[config.mk]
export PLATFORM = sky130hd
export DESIGN_NAME = tws_slave
export DESIGN_NICKNAME = d
export VERILOG_FILES = /design/src/rtl/tws_pkg.sv /design/src/rtl/tws_line_sync.sv /design/src/rtl/tws_frame_rx.sv /design/src/rtl/tws_read_shifter.sv /design/src/rtl/tws_slave.sv
export SDC_FILE = /design/constraint.sdc
export NUM_CORES = 1
export LEC_CHECK = 0
export BUFFER_PORTS_ARGS = -buffer_cell sky130_fd_sc_hd__buf_2
export CORE_AREA = 3 3 99 101
export CTS_CLUSTER_DIAMETER = 50
export DETAILED_ROUTE_END_ITERATION = 12
export DIE_AREA = 0 0 102 104
export GPL_TIMING_DRIVEN = 1
export PLACE_DENSITY = 0.76
export SYNTH_ARGS = -nofsm -noshare
export SYNTH_HDL_FRONTEND = slang
export SYNTH_SLANG_ARGS = --single-unit
[constraint.sdc]
create_clock -name clk_i -period 2.5 [get_ports clk_i]
set_input_delay 0.25 -clock clk_i [delete_from_list [all_inputs] [get_ports clk_i]]
set_output_delay 0.25 -clock clk_i [all_outputs]
set_load 0.02 [all_outputs]
[src/rtl/tws_pkg.sv]
package tws_pkg;
    localparam int unsigned ADDR_W       = 8;
    localparam int unsigned DATA_W       = 24;
    localparam int unsigned LO_ADDR_BITS = 4;
    localparam int unsigned FRAME_BITS   = ADDR_W + DATA_W;
    localparam int unsigned CNT_W        = $clog2(FRAME_BITS + 2);
    localparam int unsigned NUM_CTRL     = 2;
    localparam int unsigned NUM_LINES    = 3;

    typedef enum int unsigned {
        LN_DATA  = 0,
        LN_CLK   = 1,
        LN_FRAME = 2
    } line_e;
endpackage

[src/rtl/tws_line_sync.sv]
module tws_line_sync #(
    parameter int unsigned N    = 3,
    parameter logic [N-1:0] IDLE = '1
) (
    input  logic         clk_i,
    input  logic         rst_ni,
    input  logic [N-1:0] line_i,
    output logic [N-1:0] lvl_o,
    output logic [N-1:0] rise_o,
    output logic [N-1:0] fall_o
);
    typedef struct packed {
        logic [N-1:0] meta;
        logic [N-1:0] stab;
        logic [N-1:0] last;
    } sync_t;

    sync_t st_d, st_q;

    always_comb begin
        st_d      = st_q;
        st_d.meta = line_i;
        st_d.stab = st_q.meta;
        st_d.last = st_q.stab;
    end

    always_ff @(posedge clk_i or negedge rst_ni) begin
        if (!rst_ni) begin
            st_q <= '{meta: IDLE, stab: IDLE, last: IDLE};
        end else begin
            st_q <= st_d;
        end
    end

    assign lvl_o  = st_q.stab;
    assign rise_o = st_q.stab & ~st_q.last;
    assign fall_o = ~st_q.stab & st_q.last;
endmodule

[src/rtl/tws_frame_rx.sv]
module tws_frame_rx
    import tws_pkg::*;
(
    input  logic              clk_i,
    input  logic              rst_ni,
    input  logic              bit_i,
    input  logic              frame_lvl_i,
    input  logic              clk_rise_i,
    input  logic              frame_fall_i,
    output logic [CNT_W-1:0]  cnt_o,
    output logic              ok_o,
    output logic [ADDR_W-1:0] addr_o,
    output logic [DATA_W-1:0] data_o
);
    localparam logic [CNT_W-1:0] CNT_FULL = CNT_W'(FRAME_BITS);
    localparam logic [CNT_W-1:0] CNT_OVER = CNT_W'(FRAME_BITS + 1);
    localparam logic [CNT_W-1:0] CNT_ADDR = CNT_W'(ADDR_W);
    localparam logic [CNT_W-1:0] CNT_LO   = CNT_W'(LO_ADDR_BITS);

    typedef struct packed {
        logic [CNT_W-1:0]  cnt;
        logic              ok;
        logic [ADDR_W-1:0] addr;
        logic [DATA_W-1:0] data;
    } rx_t;

    rx_t rx_d, rx_q;
    logic want_low;

    always_comb begin
        rx_d     = rx_q;
        want_low = (rx_q.cnt < CNT_LO);
        if (frame_fall_i) begin
            rx_d.cnt = '0;
            rx_d.ok  = 1'b1;
        end else if (clk_rise_i) begin
            if (want_low == frame_lvl_i) begin
                rx_d.ok = 1'b0;
            end
            if (rx_q.cnt < CNT_ADDR) begin
                rx_d.addr = {bit_i, rx_q.addr[ADDR_W-1:1]};
            end else if (rx_q.cnt < CNT_FULL) begin
                rx_d.data = {bit_i, rx_q.data[DATA_W-1:1]};
            end
            if (rx_q.cnt != CNT_OVER) begin
                rx_d.cnt = rx_q.cnt + 1'b1;
            end
        end
    end

    always_ff @(posedge clk_i or negedge rst_ni) begin
        if (!rst_ni) begin
            rx_q <= '0;
        end else begin
            rx_q <= rx_d;
        end
    end

    assign cnt_o  = rx_q.cnt;
    assign ok_o   = rx_q.ok;
    assign addr_o = rx_q.addr;
    assign data_o = rx_q.data;

    p_cnt_clear_r2: assert property (@(posedge clk_i) disable iff (!rst_ni)
        frame_fall_i |=> (cnt_o == '0));

    p_cnt_bound_r5: assert property (@(posedge clk_i) disable iff (!rst_ni)
        cnt_o <= CNT_OVER);
endmodule

[src/rtl/tws_read_shifter.sv]
module tws_read_shifter
    import tws_pkg::*;
#(
    parameter logic [ADDR_W-1:0] READ_ADDR = 8'hC3
) (
    input  logic              clk_i,
    input  logic              rst_ni,
    input  logic              clk_fall_i,
    input  logic              frame_fall_i,
    input  logic [CNT_W-1:0]  cnt_i,
    input  logic              ok_i,
    input  logic [ADDR_W-1:0] addr_i,
    input  logic [DATA_W-1:0] value_i,
    output logic              sdo_o,
    output logic              oe_o
);
    localparam logic [CNT_W-1:0] CNT_ADDR = CNT_W'(ADDR_W);
    localparam logic [CNT_W-1:0] CNT_FULL = CNT_W'(FRAME_BITS);

    typedef struct packed {
        logic [DATA_W-1:0] sh;
        logic              oe;
    } tx_t;

    tx_t tx_d, tx_q;

    always_comb begin
        tx_d = tx_q;
        if (frame_fall_i) begin
            tx_d.oe = 1'b0;
        end else if (clk_fall_i) begin
            if (cnt_i == CNT_ADDR && ok_i && addr_i == READ_ADDR) begin
                tx_d.sh = value_i;
                tx_d.oe = 1'b1;
            end else if (tx_q.oe && cnt_i > CNT_ADDR && cnt_i < CNT_FULL) begin
                tx_d.sh = {1'b1, tx_q.sh[DATA_W-1:1]};
            end
        end
    end

    always_ff @(posedge clk_i or negedge rst_ni) begin
        if (!rst_ni) begin
            tx_q <= '{sh: '1, oe: 1'b0};
        end else begin
            tx_q <= tx_d;
        end
    end

    assign oe_o  = tx_q.oe;
    assign sdo_o = tx_q.oe ? tx_q.sh[0] : 1'b1;

    p_oe_drop_r9: assert property (@(posedge clk_i) disable iff (!rst_ni)
        frame_fall_i |=> !oe_o);

    p_drive_starts_ninth_r8: assert property (@(posedge clk_i) disable iff (!rst_ni)
        $rose(oe_o) |-> ($past(cnt_i) == CNT_ADDR && $past(addr_i) == READ_ADDR));
endmodule

[src/rtl/tws_slave.sv]
module tws_slave
    import tws_pkg::*;
#(
    parameter logic [ADDR_W-1:0] CTRL0_ADDR = 8'hA5,
    parameter logic [ADDR_W-1:0] CTRL1_ADDR = 8'h5A,
    parameter logic [ADDR_W-1:0] READ_ADDR  = 8'hC3,
    parameter logic [DATA_W-1:0] CTRL_RST   = '0
) (
    input  logic              clk_i,
    input  logic              rst_ni,
    input  logic              line_data_i,
    input  logic              line_clk_i,
    input  logic              line_frame_i,
    input  logic [DATA_W-1:0] rd_value_i,
    output logic [DATA_W-1:0] ctrl0_o,
    output logic [DATA_W-1:0] ctrl1_o,
    output logic              line_data_o,
    output logic              line_data_oe_o
);
    localparam logic [NUM_CTRL-1:0][ADDR_W-1:0] CTRL_ADDRS = {CTRL1_ADDR, CTRL0_ADDR};
    localparam logic [CNT_W-1:0] CNT_FULL = CNT_W'(FRAME_BITS);

    logic [NUM_LINES-1:0] raw, lvl, rise, fall;
    logic [CNT_W-1:0]     rx_cnt;
    logic                 rx_ok;
    logic [ADDR_W-1:0]    rx_addr;
    logic [DATA_W-1:0]    rx_data;

    always_comb begin
        raw           = '1;
        raw[LN_DATA]  = line_data_i;
        raw[LN_CLK]   = line_clk_i;
        raw[LN_FRAME] = line_frame_i;
    end

    tws_line_sync #(.N(NUM_LINES), .IDLE('1)) i_sync (
        .clk_i  (clk_i),
        .rst_ni (rst_ni),
        .line_i (raw),
        .lvl_o  (lvl),
        .rise_o (rise),
        .fall_o (fall)
    );

    tws_frame_rx i_rx (
        .clk_i        (clk_i),
        .rst_ni       (rst_ni),
        .bit_i        (lvl[LN_DATA]),
        .frame_lvl_i  (lvl[LN_FRAME]),
        .clk_rise_i   (rise[LN_CLK]),
        .frame_fall_i (fall[LN_FRAME]),
        .cnt_o        (rx_cnt),
        .ok_o         (rx_ok),
        .addr_o       (rx_addr),
        .data_o       (rx_data)
    );

    tws_read_shifter #(.READ_ADDR(READ_ADDR)) i_tx (
        .clk_i        (clk_i),
        .rst_ni       (rst_ni),
        .clk_fall_i   (fall[LN_CLK]),
        .frame_fall_i (fall[LN_FRAME]),
        .cnt_i        (rx_cnt),
        .ok_i         (rx_ok),
        .addr_i       (rx_addr),
        .value_i      (rd_value_i),
        .sdo_o        (line_data_o),
        .oe_o         (line_data_oe_o)
    );

    typedef struct packed {
        logic [NUM_CTRL-1:0][DATA_W-1:0] ctrl;
    } regs_t;

    regs_t rg_d, rg_q;
    logic  commit;

    always_comb begin
        rg_d   = rg_q;
        commit = fall[LN_FRAME] && rx_ok && (rx_cnt == CNT_FULL);
        for (int i = 0; i < NUM_CTRL; i++) begin
            if (commit && rx_addr == CTRL_ADDRS[i]) begin
                rg_d.ctrl[i] = rx_data;
            end
        end
    end

    always_ff @(posedge clk_i or negedge rst_ni) begin
        if (!rst_ni) begin
            rg_q <= '{ctrl: {NUM_CTRL{CTRL_RST}}};
        end else begin
            rg_q <= rg_d;
        end
    end

    assign ctrl0_o = rg_q.ctrl[0];
    assign ctrl1_o = rg_q.ctrl[1];

    p_commit_on_fall_r3: assert property (@(posedge clk_i) disable iff (!rst_ni)
        (!$stable(ctrl0_o) || !$stable(ctrl1_o)) |-> $past(fall[LN_FRAME]));
endmodule

## Yosys cells after proc, flatten, opt, wreduce, memory -nomap -nowiden

Index checks and enable logic that the tools add are counted.

| word-level totals | value |
|---|---|
| word-level logic and storage cells | 62 |
| bits in registers | 121 |
| input port bits | 29 |
| output and inout bits | 50 |

| operators by class | value |
|---|---|
| reduce and logical (&&, ||, !) cells | 20 |
| $add $sub $neg | 1 |
| equal/unequal tests | 7 |
| order comparisons | 4 |
| muxes and demuxes | 13 |
| bitwise logic cells | 6 |

Operators with widths:

| cell | number |
|---|---|
| $mux W24 | 4 |
| $mux W39 | 1 |
| $eq A8 B8 Y1 const B | 2 |
| $reduce_bool A2 Y1 | 6 |
| $eq A8 B7 Y1 const B | 1 |
| $logic_and A1 B1 Y1 | 8 |
| $mux W8 | 1 |
| $mux W7 | 1 |
| $add A6 B1 Y6 const B | 1 |
| $eq A6 B4 Y1 const B | 1 |
| $eq A6 B6 Y1 const B | 1 |
| $gt A6 B4 Y1 const B | 1 |
| $lt A6 B3 Y1 const B | 1 |
| $lt A6 B4 Y1 const B | 1 |
| $lt A6 B6 Y1 const B | 1 |
| $mux W6 | 1 |
| $ne A6 B6 Y1 const B | 1 |
| $reduce_and A2 Y1 | 3 |
| $reduce_and A3 Y1 | 2 |
| $mux W1 | 5 |
| $reduce_and A4 Y1 | 1 |
| $and A3 B3 Y3 | 1 |
| $not A3 Y3 | 1 |
| $and A2 B2 Y2 | 1 |
| 3 further kinds | 4 |

## Longest topological paths before layout

Gate-level depths: netlist of run 1.

| depth | value |
|---|---|
| depth after elaboration | 6 |
| depth in mapped cells | 8 |
| depth with buffers taken out | 6 |

## Cells and area by module

From an unflattened synthesis of run 1, not the netlist that was laid out.

| second synthesis, totals | value |
|---|---|
| cell total of the unflattened synthesis | 333 |
| area total of the unflattened synthesis | 5148.7 um^2 |

By module, submodules not included:

| module | seq. area each (um^2) | area each (um^2) | instances | cells each |
|---|---|---|---|---|
| tws_slave | 1201.2 | 1885.6 | 1 | 108 |
| tws_frame_rx | 975.9 | 1719.1 | 1 | 111 |
| tws_read_shifter | 655.6 | 1232.4 | 1 | 96 |
| tws_line_sync | 236.5 | 311.5 | 1 | 18 |

## Least setup slack after synthesis of run 1

OpenSTA, ideal clock, no wires.

| timing | value |
|---|---|
| path type | register to register |
| start point | reg i_rx.rx_q (netlist bit i_rx.cnt_o[0]) |
| end point | reg i_tx.tx_q[10] in the netlist's numbering |
| period minus slack after synthesis | 1.957 ns |
| path slack | 0.543 ns |
| data required time | 2.432 ns |
| arrival time | 1.889 ns |
| path buffers | 2 |
| stages on the path, launching flop included | 9 |
| setup time | 0.068 ns |
| cells stage by stage | dfrtp_1 inv_1 ha_1 nor3b_1 or4_4 buf_6 a21oi_4 buf_6 a2bb2oi_2 |

| between the ends | value |
|---|---|
| longest elaborated chain between the ends | 5 |
| elaborated cells on any way between the ends | 10 |
| classes of those cells | 2 x order compare; 1 x eq/ne; 1 x mux; 6 x reduce/logical |

RTL lines:

| what | RTL line | source |
|---|---|---|
| start, declared | tws_frame_rx.sv:27 | `rx_t rx_d, rx_q;` |
| start signal, assigned | tws_frame_rx.sv:55 | `rx_q <= rx_d;` |
| $gt A6 B4 Y1 / $eq A6 B4 Y1 (equally long branches) | tws_read_shifter.sv:35, tws_read_shifter.sv:32 |  |
| $logic_and A1 B1 Y1 (on tied branches) (2 in a row) | tws_read_shifter.sv:35, tws_read_shifter.sv:32 |  |
| $reduce_bool A2 Y1 (no source line) | n/a |  |
| $reduce_and A3 Y1 (no source line) | n/a |  |
| end signal, assigned | tws_read_shifter.sv:43 | `tx_q <= '{sh: '1, oe: 1'b0};` |
| end signal, assigned | tws_read_shifter.sv:45 | `tx_q <= tx_d;` |
| end, declared | tws_read_shifter.sv:25 | `tx_t tx_d, tx_q;` |

Several ways; a longest one is shown, not always the timed one.
A chain may end at the register's enable or synchronous reset.

## Worst setup path after layout of run 1

| timing | value |
|---|---|
| start point | reg i_rx.rx_q (netlist bit i_rx.cnt_o[0]) |
| end point | reg i_tx.tx_q[2] in the netlist's numbering |

Same word-level chain as after synthesis.

==> results of run 1 <==
## synthesized netlist by cell type (all sizes together), types with 2 or more instances
master	number
inv	5
buf	12
xor2	3
ha	3
xnor2	2
a2bb2oi	23
nor4b	2
dfstp	32
and4bb	2
nor2	8
nand4	4
nand2b	2
nor3b	2
clkbuf	6
o22ai	25
nand3	2
mux2	80
nor2b	2
a21oi	3
dfrtp	88
nor4bb	2
## worst max-delay path: stages (launching register included)
cell and delay [ns]:
sky130_fd_sc_hd__dfrtp_1 0.43, sky130_fd_sc_hd__inv_1 0.08, sky130_fd_sc_hd__ha_1 0.23, sky130_fd_sc_hd__nor3b_1 0.15, sky130_fd_sc_hd__or4_4 0.66, sky130_fd_sc_hd__a21oi_4 0.21, sky130_fd_sc_hd__buf_12 0.22, sky130_fd_sc_hd__a2bb2oi_1 0.19
## path summary, 6_finish.rpt
kind	from	to	slack, ns	depth (start not counted)
setup / recovery	i_rx.cnt_o[0]$_DFFE_PN0P_	i_tx.tx_q[2]$_DFFE_PN1P_	0.27	7
hold / removal	rd_value_i[2]	i_tx.tx_q[3]$_DFFE_PN1P_	0.04	3
min in group asynchronous	rst_ni	ctrl0_o[7]$_DFFE_PN0P_	0.34	2
hold reg to reg	i_sync.st_d[3]$_DFF_PN1_	i_sync.lvl_o[0]$_DFF_PN1_	0.35	0
max in group asynchronous	rst_ni	i_tx.tx_q[2]$_DFFE_PN1P_	1.33	3
setup reg to reg	i_rx.cnt_o[0]$_DFFE_PN0P_	i_tx.tx_q[2]$_DFFE_PN1P_	0.27	7
## sequential cells by signal, summed over array words and instances, names as in the netlist
name	count
ctrl0_o	24
ctrl1_o	24
i_rx.addr_o	8
i_rx.cnt_o	6
i_rx.data_o	24
i_rx.ok_o	1
i_sync.lvl_o	3
i_sync.st_d	3
i_sync.st_q	2
i_tx.oe_o	1
i_tx.tx_q	24
## power by group
group / switching (mW) / internal, mW
combinational: 0.118 / 0.125
clock: 0.872 / 1.45
sequential: 0.0741 / 2.02
total: 1.06 / 3.60
## area by class of cell
| type | count | area [um2] | share of cell area (%) |
|---|---|---|---|
| Timing Repair Buffer | 92 | 536 | 8.73 |
| Tap cell | 111 | 139 | 2.26 |
| Clock buffer | 19 | 432 | 7.03 |
| Clock inverter | 13 | 144 | 2.34 |
| Inverter | 5 | 18.8 | 0.306 |
| Multi-Input combinational cell | 176 | 1830 | 29.7 |
| Sequential cell | 120 | 3040 | 49.6 |
## cell families (layout without fill, tap and decap cells)
family,after synthesis,in the layout
compound gates,54,54
xor+xnor,5,5
fa+ha+maj,3,3
buf+inv,23,129
flops,120,120
mux,81,81
simple gates,33,33
## through the flow
stage	area (um2)	utilization, %
finish	6140	67.4
CTS	6140	67.4
global route	6140	67.4
global placement	5510	60.5
detailed placement	5510	60.5
floorplan	5010	-
## routing by layer
layer	wire, um	up-vias	track usage [%]	part of all wire, %
met5	0	-	0	0
met4	116	0	6.19	1.2
met3	374	11	5.16	4.0
met2	4780	67	30.9	51
met1	4140	1518	25.4	44
li1	-	1386	-	-
==> results.cfg, run 1 <==
[status]
result_of_the_run = finished clean

[drt]
final_wirelength_mm = 9.41
drc = 0
iter_0_drt_violations = 78
detail_routed_net_length_per_standard_cell_um = 17.6
final_antenna_net_count = 0
drtPass1Iterations = 4
vias = 2982
vias_per_cell = 5.56

[critical_path]
critical_path_arrival_ns = 2.66
endpoint_kind = flip-flop
crit_required_ns = 2.93
critPathLaunchType = flip-flop
crit_path_max_fanout = 24
critical_path_class = flip-flop to flip-flop

[logic_synthesis]
synth_top_family_by_area = multiplexers
post_synth_fa_ha_maj_area_fraction_pct = 0.749
synthFlopType = sky130_fd_sc_hd__dfrtp_1
netlist_area_pre_place_um2 = 5010
yosys_warnings = 0
synth-compound-area-share_pct = 10.6
synth_top_area_cell = sky130_fd_sc_hd__dfrtp_1
proportion_of_synthesized_flip_flops_having_asynchronous_set_or_reset_pct = 100
postSynthRegisterBits = 120
gate_count_after_technology_mapping = 319
number_of_enable_flip_flop_cells_after_synthesis = 0
synth-seq-area-share_pct = 60.8
mappedNetlistNets = 351
synth_simple_gate_area_share_pct = 5.90
synth_top_area_share_pct = 44.0
yosys.area_share.xor_xnor_pct = 0.874
post_synth.cell_area_avg_um2 = 15.7
netlist_top_cells_area = sky130_fd_sc_hd__dfrtp_1, sky130_fd_sc_hd__dfstp_2, sky130_fd_sc_hd__mux2_2, sky130_fd_sc_hd__a2bb2oi_2, sky130_fd_sc_hd__mux2_1
synthMuxAreaShare_pct = 18.2
synthDistinctLibCells = 37

[sta]
maxSlewViolCount = 0
setup_viol_count_final = 0
setup-tns-final_ns = 0
min_period_over_period_pct = 89.1
finalHoldViolations = 0
final.setup.worst_slack_ns = 0.272
rsz_0062_raised_after_global_routing = false
worst_pin_slew_ns = 0.723
fmaxAchievable_mhz = 449
fin_skew_ns = 0.00988
maxSlewHeadroom_pct = 51.8
final_period_minus_worst_setup_slack_ns = 2.23
hold_ws_ns = 0.0386

[layout]
n_fill_cell = 630
area.growth.synth_to_final_pct = 22.5
finalNetCount = 444
most_frequent_standard_cell_in_the_layout_excluding_fill_and_tap_cells = sky130_fd_sc_hd__dfrtp_1
post_route_cells_drive_above_1_share_pct = 56.5
layoutNonFillerInstCount = 536
layout.cells.most_common_list = sky130_fd_sc_hd__dfrtp_1, sky130_fd_sc_hd__buf_2, sky130_fd_sc_hd__mux2_2, sky130_fd_sc_hd__dfstp_2, sky130_fd_sc_hd__o22ai_1
insertedDiodeCount = 0

[placement]
place.detailed.instances = 499
hpwlAfterDp_mm = 5.92
port_buffers = 78
post-place-ws_ns = 0.289
gp_congestion = 0.832

[clock_tree]
post_cts.repair.setup_buffers = 0
cts_tree = done
htree_levels = 4
clock_tree_buf_depth = 2
clk_pin_slew_worst_paths_ns = 0.06
numClockSinks = 120
tritoncts.num_buffers = 17
hold_buffers = 5
post_cts.resized_instances = 0
clkLatencyLatePin_ns = 0.51
clock_tree.root_cell = sky130_fd_sc_hd__clkbuf_8

[power]
total_power_mw = 4.67
power-per-cell-area_nw_per_um2 = 760
peakVddDrop_mv = 0.660
p_leak_nw = 3.06

[floorplan]
die_w_um = 102
die_area_um2 = 10600
floorplan.die.height_um = 104
ioPinCount = 79
rows = 35
floorplan.initialDensity_pct = 55.0
core_area_um2 = 9110

[hold_path]
hold_path_class = primary input to flip-flop

[flow_run]
max_cap_violations = 0

[global_routing]
grt_max_degree = 58
grt.overflow.total = 0
grt_pass1_wl_mm = 16.0
grt_usage_pct = 19.2
grt_antenna_before_repair = 0
vias_in_the_first_global_route = 3179
No activity file was read; power rests on OpenSTA's default activity.
==> run 2: changes to the inputs <==
--- a/config.mk
+++ b/config.mk
@@ -6,10 +6,12 @@
 export NUM_CORES = 1
 export LEC_CHECK = 0
 export BUFFER_PORTS_ARGS = -buffer_cell sky130_fd_sc_hd__buf_2
-export CORE_AREA = 3 3 99 101
+export CELL_PAD_IN_SITES_DETAIL_PLACEMENT = 1
+export CELL_PAD_IN_SITES_GLOBAL_PLACEMENT = 2
+export CORE_AREA = 3 3 116 118
 export CTS_CLUSTER_DIAMETER = 50
 export DETAILED_ROUTE_END_ITERATION = 12
-export DIE_AREA = 0 0 102 104
+export DIE_AREA = 0 0 119 121
 export GPL_TIMING_DRIVEN = 1
 export PLACE_DENSITY = 0.76
 export SYNTH_ARGS = -nofsm -noshare
==> run 2 against run 1 <==
Sequential power about the same. Combinational power is 2% higher. Routed wire length grew 9.0%. Non-clock buffer count is the same. Fmax shrank 2.1%. Clock power increased by 3%. Count of clock-buffer cells in the layout decreased by 1. Total power up 1.7%. Utilization is 18 points lower. Via count is 0.94% higher.
==> results.cfg, run 2 (synthesis gave the netlist of run 1 again) <==
[global_routing]
grt_antenna_before_repair = 0
grt.overflow.total = 0
grt_max_degree = 38
grt_usage_pct = 15.1
grt_pass1_wl_mm = 17.5
vias_in_the_first_global_route = 3350

[clock_tree]
post_cts.repair.setup_buffers = 0
clock_tree.root_cell = sky130_fd_sc_hd__clkbuf_16
clock_tree_buf_depth = 2
cts_tree = done
clkLatencyLatePin_ns = 0.40
numClockSinks = 120
clk_pin_slew_worst_paths_ns = 0.06
htree_levels = 4
post_cts.resized_instances = 0
tritoncts.num_buffers = 17

[sta]
hold_ws_ns = 0.121
setup_viol_count_final = 0
worst_pin_slew_ns = 0.577
maxSlewViolCount = 0
fmaxAchievable_mhz = 440
min_period_over_period_pct = 91.0
setup-tns-final_ns = 0
final_period_minus_worst_setup_slack_ns = 2.28
maxSlewHeadroom_pct = 61.4
fin_skew_ns = 0.00687
finalHoldViolations = 0
rsz_0062_raised_after_global_routing = false

[drt]
vias = 3010
met1_length_mm = 4.87
iter_0_drt_violations = 104
final_wirelength_mm = 10.3
vias_per_cell = 5.05
maxUsedRoutingLayer = met4
detailroute.wirelength.met2_mm = 4.93
drtPass1Iterations = 4
detail_routed_net_length_per_standard_cell_um = 17.2
final_antenna_net_count = 0
met3WireLength_um = 333
drc = 0

[critical_path]
crit_path_max_fanout = 24
critical_path.max_stage_delay_ns = 0.53
worst-path-stages = 5
critical-path-top-delay-family = simple AND/OR/NAND/NOR gates
critPathLaunchType = flip-flop
crit_slowest_cell = sky130_fd_sc_hd__dfstp_2
crit_required_ns = 2.78
reg2regPathDepth = 5
worstPathBufferInverterCount = 1
endpoint_kind = flip-flop
critical_path_arrival_ns = 2.55
cp_cell_sequence = nor2b_1 > buf_4 > and4_1 > nand3_4 > mux2_1
ff2ff_setup_slack_ns = 0.22
critical_path_class = flip-flop to flip-flop

[placement]
port_buffers = 78
hpwlAfterDp_mm = 6.55
place.detailed.instances = 561
gp_congestion = 0.743

[layout]
layout.cells.most_common_list = sky130_fd_sc_hd__dfrtp_1, sky130_fd_sc_hd__buf_2, sky130_fd_sc_hd__mux2_2, sky130_fd_sc_hd__dfstp_2, sky130_fd_sc_hd__o22ai_1
fin_util_pct = 49.5
post_route_cells_drive_above_1_share_pct = 56.4
finalNetCount = 444
insertedDiodeCount = 0
layoutNonFillerInstCount = 596
most_frequent_standard_cell_in_the_layout_excluding_fill_and_tap_cells = sky130_fd_sc_hd__dfrtp_1
area.growth.synth_to_final_pct = 24.2

[flow_run]
max_cap_violations = 0

[floorplan]
die_area_um2 = 14400
floorplan.die.height_um = 121
core_area_um2 = 12600
ioPinCount = 79
floorplan.initialDensity_pct = 39.9
die_w_um = 119
rows = 41

[power]
power-per-cell-area_nw_per_um2 = 763
power_frac_comb_pct = 5.2
switching_power_mw = 1.04
peakVddDrop_mv = 0.488
switching_part_of_the_total_power_pct = 21.9
p_leak_nw = 3.06
clockPowerShare_pct = 50.5
intPower_mw = 3.71
total_power_mw = 4.74
share_seq_of_total_power_pct = 44.3

[hold_path]
worst_hold_path.num_cells = 2
hold_path_class = primary input to flip-flop

[status]
result_of_the_run = finished clean
## run 2: area by class of cell
| class | count | area, um2 |
|---|---|---|
| Sequential cell | 120 | 3040 |
| Tap cell | 172 | 215 |
| Multi-Input combinational cell | 176 | 1830 |
| Clock buffer | 18 | 429 |
| Inverter | 5 | 18.8 |
| Fill cell | 1244 | 6350 |
| Clock inverter | 13 | 155 |
| Timing Repair Buffer | 92 | 533 |
## run 2: timing repair
action | in CTS | in global routing
endpoints found under the setup margin | 0 | 0
hold buffers | 4 | 0
hold endpoints to repair | 17 | 0
## run 2: worst paths after layout
kind / startpoint / end
min: rd_value_i[23] / i_tx.tx_q[24]$_DFFE_PN1P_
max reg2reg: i_sync.st_q[2]$_DFF_PN1_ / ctrl1_o[11]$_DFFE_PN0P_
max: i_sync.st_q[2]$_DFF_PN1_ / ctrl1_o[11]$_DFFE_PN0P_
min in group asynchronous: rst_ni / ctrl0_o[23]$_DFFE_PN0P_
max in group asynchronous: rst_ni / i_tx.tx_q[10]$_DFFE_PN1P_
min reg2reg: i_sync.st_d[3]$_DFF_PN1_ / i_sync.lvl_o[0]$_DFF_PN1_
## run 2: per-stage QoR
stage          setup WS (ns)  instance area [um2]
3_5_place_dp           0.275                 5600
4_1_cts                0.206                 6220
5_1_grt                0.101                 6220
3_3_place_gp           0.319                 5600
6_report               0.225                 6220
2_1_floorplan          0.543                 5010
## run 2: layer usage
metal,up-vias,track usage (%)
li1,1372,-
met3,11,3.92
met4,0,4.78
met2,52,24.2
met1,1575,20.3
met5,-,0
## run 2: power by group through the flow
stage	registers, mW	logic, mW	clock network (mW)
floorplan	2.10	0.151	0
global placement	2.12	0.238	0
detailed placement	2.13	0.244	0
CTS	2.10	0.252	2.45
global route	2.12	0.278	2.56
finish	2.10	0.247	2.39
==> run 3: changes to the inputs <==
--- a/config.mk
+++ b/config.mk
@@ -8,12 +8,13 @@
 export BUFFER_PORTS_ARGS = -buffer_cell sky130_fd_sc_hd__buf_2
 export CELL_PAD_IN_SITES_DETAIL_PLACEMENT = 1
 export CELL_PAD_IN_SITES_GLOBAL_PLACEMENT = 2
-export CORE_AREA = 3 3 116 118
+export CORE_AREA = 10 10 141 143
 export CTS_CLUSTER_DIAMETER = 50
 export DETAILED_ROUTE_END_ITERATION = 12
-export DIE_AREA = 0 0 119 121
+export DIE_AREA = 0 0 151 153
 export GPL_TIMING_DRIVEN = 1
-export PLACE_DENSITY = 0.76
+export PLACE_DENSITY = 0.59
+export SLEW_MARGIN = 10
 export SYNTH_ARGS = -nofsm -noshare
 export SYNTH_HDL_FRONTEND = slang
 export SYNTH_SLANG_ARGS = --single-unit
==> run 3 against run 2 <==
Critical path depth decreased by 1. Largest power group unchanged. Non-clock buffer count decreased by 1. Final area increased by 1.5%. Count of clock-buffer cells in the layout increased by 5. Largest cell class unchanged.
==> results.cfg, run 3 (synthesis gave the netlist of run 1 again) <==
[layout]
post_route_cells_drive_above_1_share_pct = 56.0
area.growth.synth_to_final_pct = 26.1
summed_area_of_non_filler_cells_in_the_final_layout_um2 = 6320
n_fill_cell = 1807
layout.cells.most_common_list = sky130_fd_sc_hd__dfrtp_1, sky130_fd_sc_hd__buf_2, sky130_fd_sc_hd__mux2_2, sky130_fd_sc_hd__dfstp_2, sky130_fd_sc_hd__o22ai_1
layout.area.seq_um2 = 3040
layoutNonFillerInstCount = 648
insertedDiodeCount = 0
most_frequent_standard_cell_in_the_layout_excluding_fill_and_tap_cells = sky130_fd_sc_hd__dfrtp_1
finalNetCount = 443
area_of_combinational_cells_with_multiple_inputs_um2 = 1830

[clock_tree]
post_cts.repair.setup_buffers = 0
clk_pin_slew_worst_paths_ns = 0.05
clkLatencyLatePin_ns = 0.41
clock_tree.root_cell = sky130_fd_sc_hd__clkbuf_16
tritoncts.num_buffers = 17
cts_tree = done
hold_buffers = 4
htree_levels = 4
numClockSinks = 120
clock_tree_buf_depth = 2
post_cts.resized_instances = 0

[critical_path]
critical_path.reg2reg.startpoint = i_rx.cnt_o[3]$_DFFE_PN0P_
crit_end = ctrl0_o[4]$_DFFE_PN0P_
reg2regPathDepth = 4
first_element_of_the_critical_path = i_rx.cnt_o[3]$_DFFE_PN0P_
critical_path_arrival_ns = 2.39
crit_path_max_fanout = 24
reg2reg_to = ctrl0_o[4]$_DFFE_PN0P_
ff2ff_setup_slack_ns = 0.40
critPathLaunchType = flip-flop
critical_path_class = flip-flop to flip-flop
crit_required_ns = 2.79
endpoint_kind = flip-flop

[sta]
fin_skew_ns = 0.00682
finalHoldViolations = 0
fmaxAchievable_mhz = 476
rsz_0062_raised_after_global_routing = false
hold_ws_ns = 0.109
min_period_over_period_pct = 84.0
worst_pin_slew_ns = 0.649
maxSlewViolCount = 0
setup_viol_count_final = 0
maxSlewHeadroom_pct = 56.8
setup-tns-final_ns = 0
final_period_minus_worst_setup_slack_ns = 2.10

[power]
total_power_mw = 4.91
p_leak_nw = 3.08
peakVddDrop_mv = 0.457
share_seq_of_total_power_pct = 42.8
switching_part_of_the_total_power_pct = 20.8
clockPowerShare_pct = 52.2
power_frac_comb_pct = 5.0
switching_power_mw = 1.02
power-per-cell-area_nw_per_um2 = 777
intPower_mw = 3.89

[placement]
port_buffers = 78
place.detailed.instances = 613
gp_congestion = 0.758
placed_cell_area_um2 = 5650
hpwlAfterDp_mm = 7.37

[drt]
final_wirelength_mm = 11.1
vias = 3008
drtPass1Iterations = 4
iter_0_drt_violations = 115
drc = 0
detail_routed_net_length_per_standard_cell_um = 17.1
final_antenna_net_count = 0
vias_per_cell = 4.64

[hold_path]
hold_path_class = primary input to flip-flop
worst_hold_path.num_cells = 2

[floorplan]
die_w_um = 151
floorplan.initialDensity_pct = 29.4
floorplan.die.height_um = 153
rows = 48
die_area_um2 = 23100
ioPinCount = 79
core_area_um2 = 17100

[global_routing]
grt.overflow.total = 0
vias_in_the_first_global_route = 3430
grt_usage_pct = 10.3
grt_antenna_before_repair = 0
grt_pass1_wl_mm = 18.9
grt_max_degree = 47

[status]
result_of_the_run = finished clean

[flow_run]
max_cap_violations = 0
[run 3: cell types whose count changed in the layout (fill, tap and decap cells not counted), sizes merged]
| cell | before | now |
|---|---|---|
| clkbuf | 18 | 23 |
| clkinv | 7 | 4 |
| clkinvlp | 2 | 0 |
| buf | 88 | 87 |
| bufinv | 3 | 4 |
| inv | 6 | 5 |
[run 3: critical path, cell delays in order, from the launching register on]
cell	delay, ns
sky130_fd_sc_hd__dfrtp_1	0.47
sky130_fd_sc_hd__nor4b_4	0.34
sky130_fd_sc_hd__and4_1	0.34
sky130_fd_sc_hd__nand3_4	0.37
sky130_fd_sc_hd__mux2_1	0.46
[run 3: worst min-delay path by stage]
stage              startpoint                   endpoint  slack [ns]
3_5_place_dp           rst_ni     ctrl1_o[0]$_DFFE_PN0P_        0.33
5_1_grt        rd_value_i[23]  i_tx.tx_q[24]$_DFFE_PN1P_        0.09
3_3_place_gp           rst_ni  i_rx.cnt_o[1]$_DFFE_PN0P_        0.33
6_report       rd_value_i[23]  i_tx.tx_q[24]$_DFFE_PN1P_        0.11
2_1_floorplan          rst_ni     ctrl0_o[0]$_DFFE_PN0P_       -0.05
4_1_cts        rd_value_i[23]  i_tx.tx_q[24]$_DFFE_PN1P_        0.09
[run 3: metal layers]
layer	track usage (%)	share of wire, %	vias to the layer above	wire, um
li1	-	-	1372	-
met1	13.2	46	1560	5090
met2	15.7	47	58	5250
met3	3.72	5.4	18	599
met4	3.58	1.5	0	167
met5	0	0	-	0
[run 3: final cells by class]
| cell class | count | share of cell area, % |
|---|---|---|
| clock inverters | 8 | 2.28 |
| multi-input cells | 176 | 28.9 |
| inverters | 5 | 0.297 |
| clock buffers | 23 | 7.57 |
| well taps | 225 | 4.46 |
| repair buffers | 91 | 8.32 |
| flip-flops and latches | 120 | 48.2 |
[run 3: power by group through the flow]
stage	clock network, mW	registers (mW)	logic, mW
global route	2.75	2.11	0.279
CTS	2.64	2.10	0.255
global placement	0	2.12	0.242
floorplan	0	2.10	0.151
detailed placement	0	2.13	0.247
finish	2.56	2.10	0.247
[run 3: metrics by stage]
step / utilization [%] / setup WS (ns)
after global routing: 37.0 / 0.219
after global placement: 33.1 / 0.398
after detailed placement: 33.1 / 0.328
final: 37.0 / 0.400
after floorplan: - / 0.543
after CTS: 37.0 / 0.342
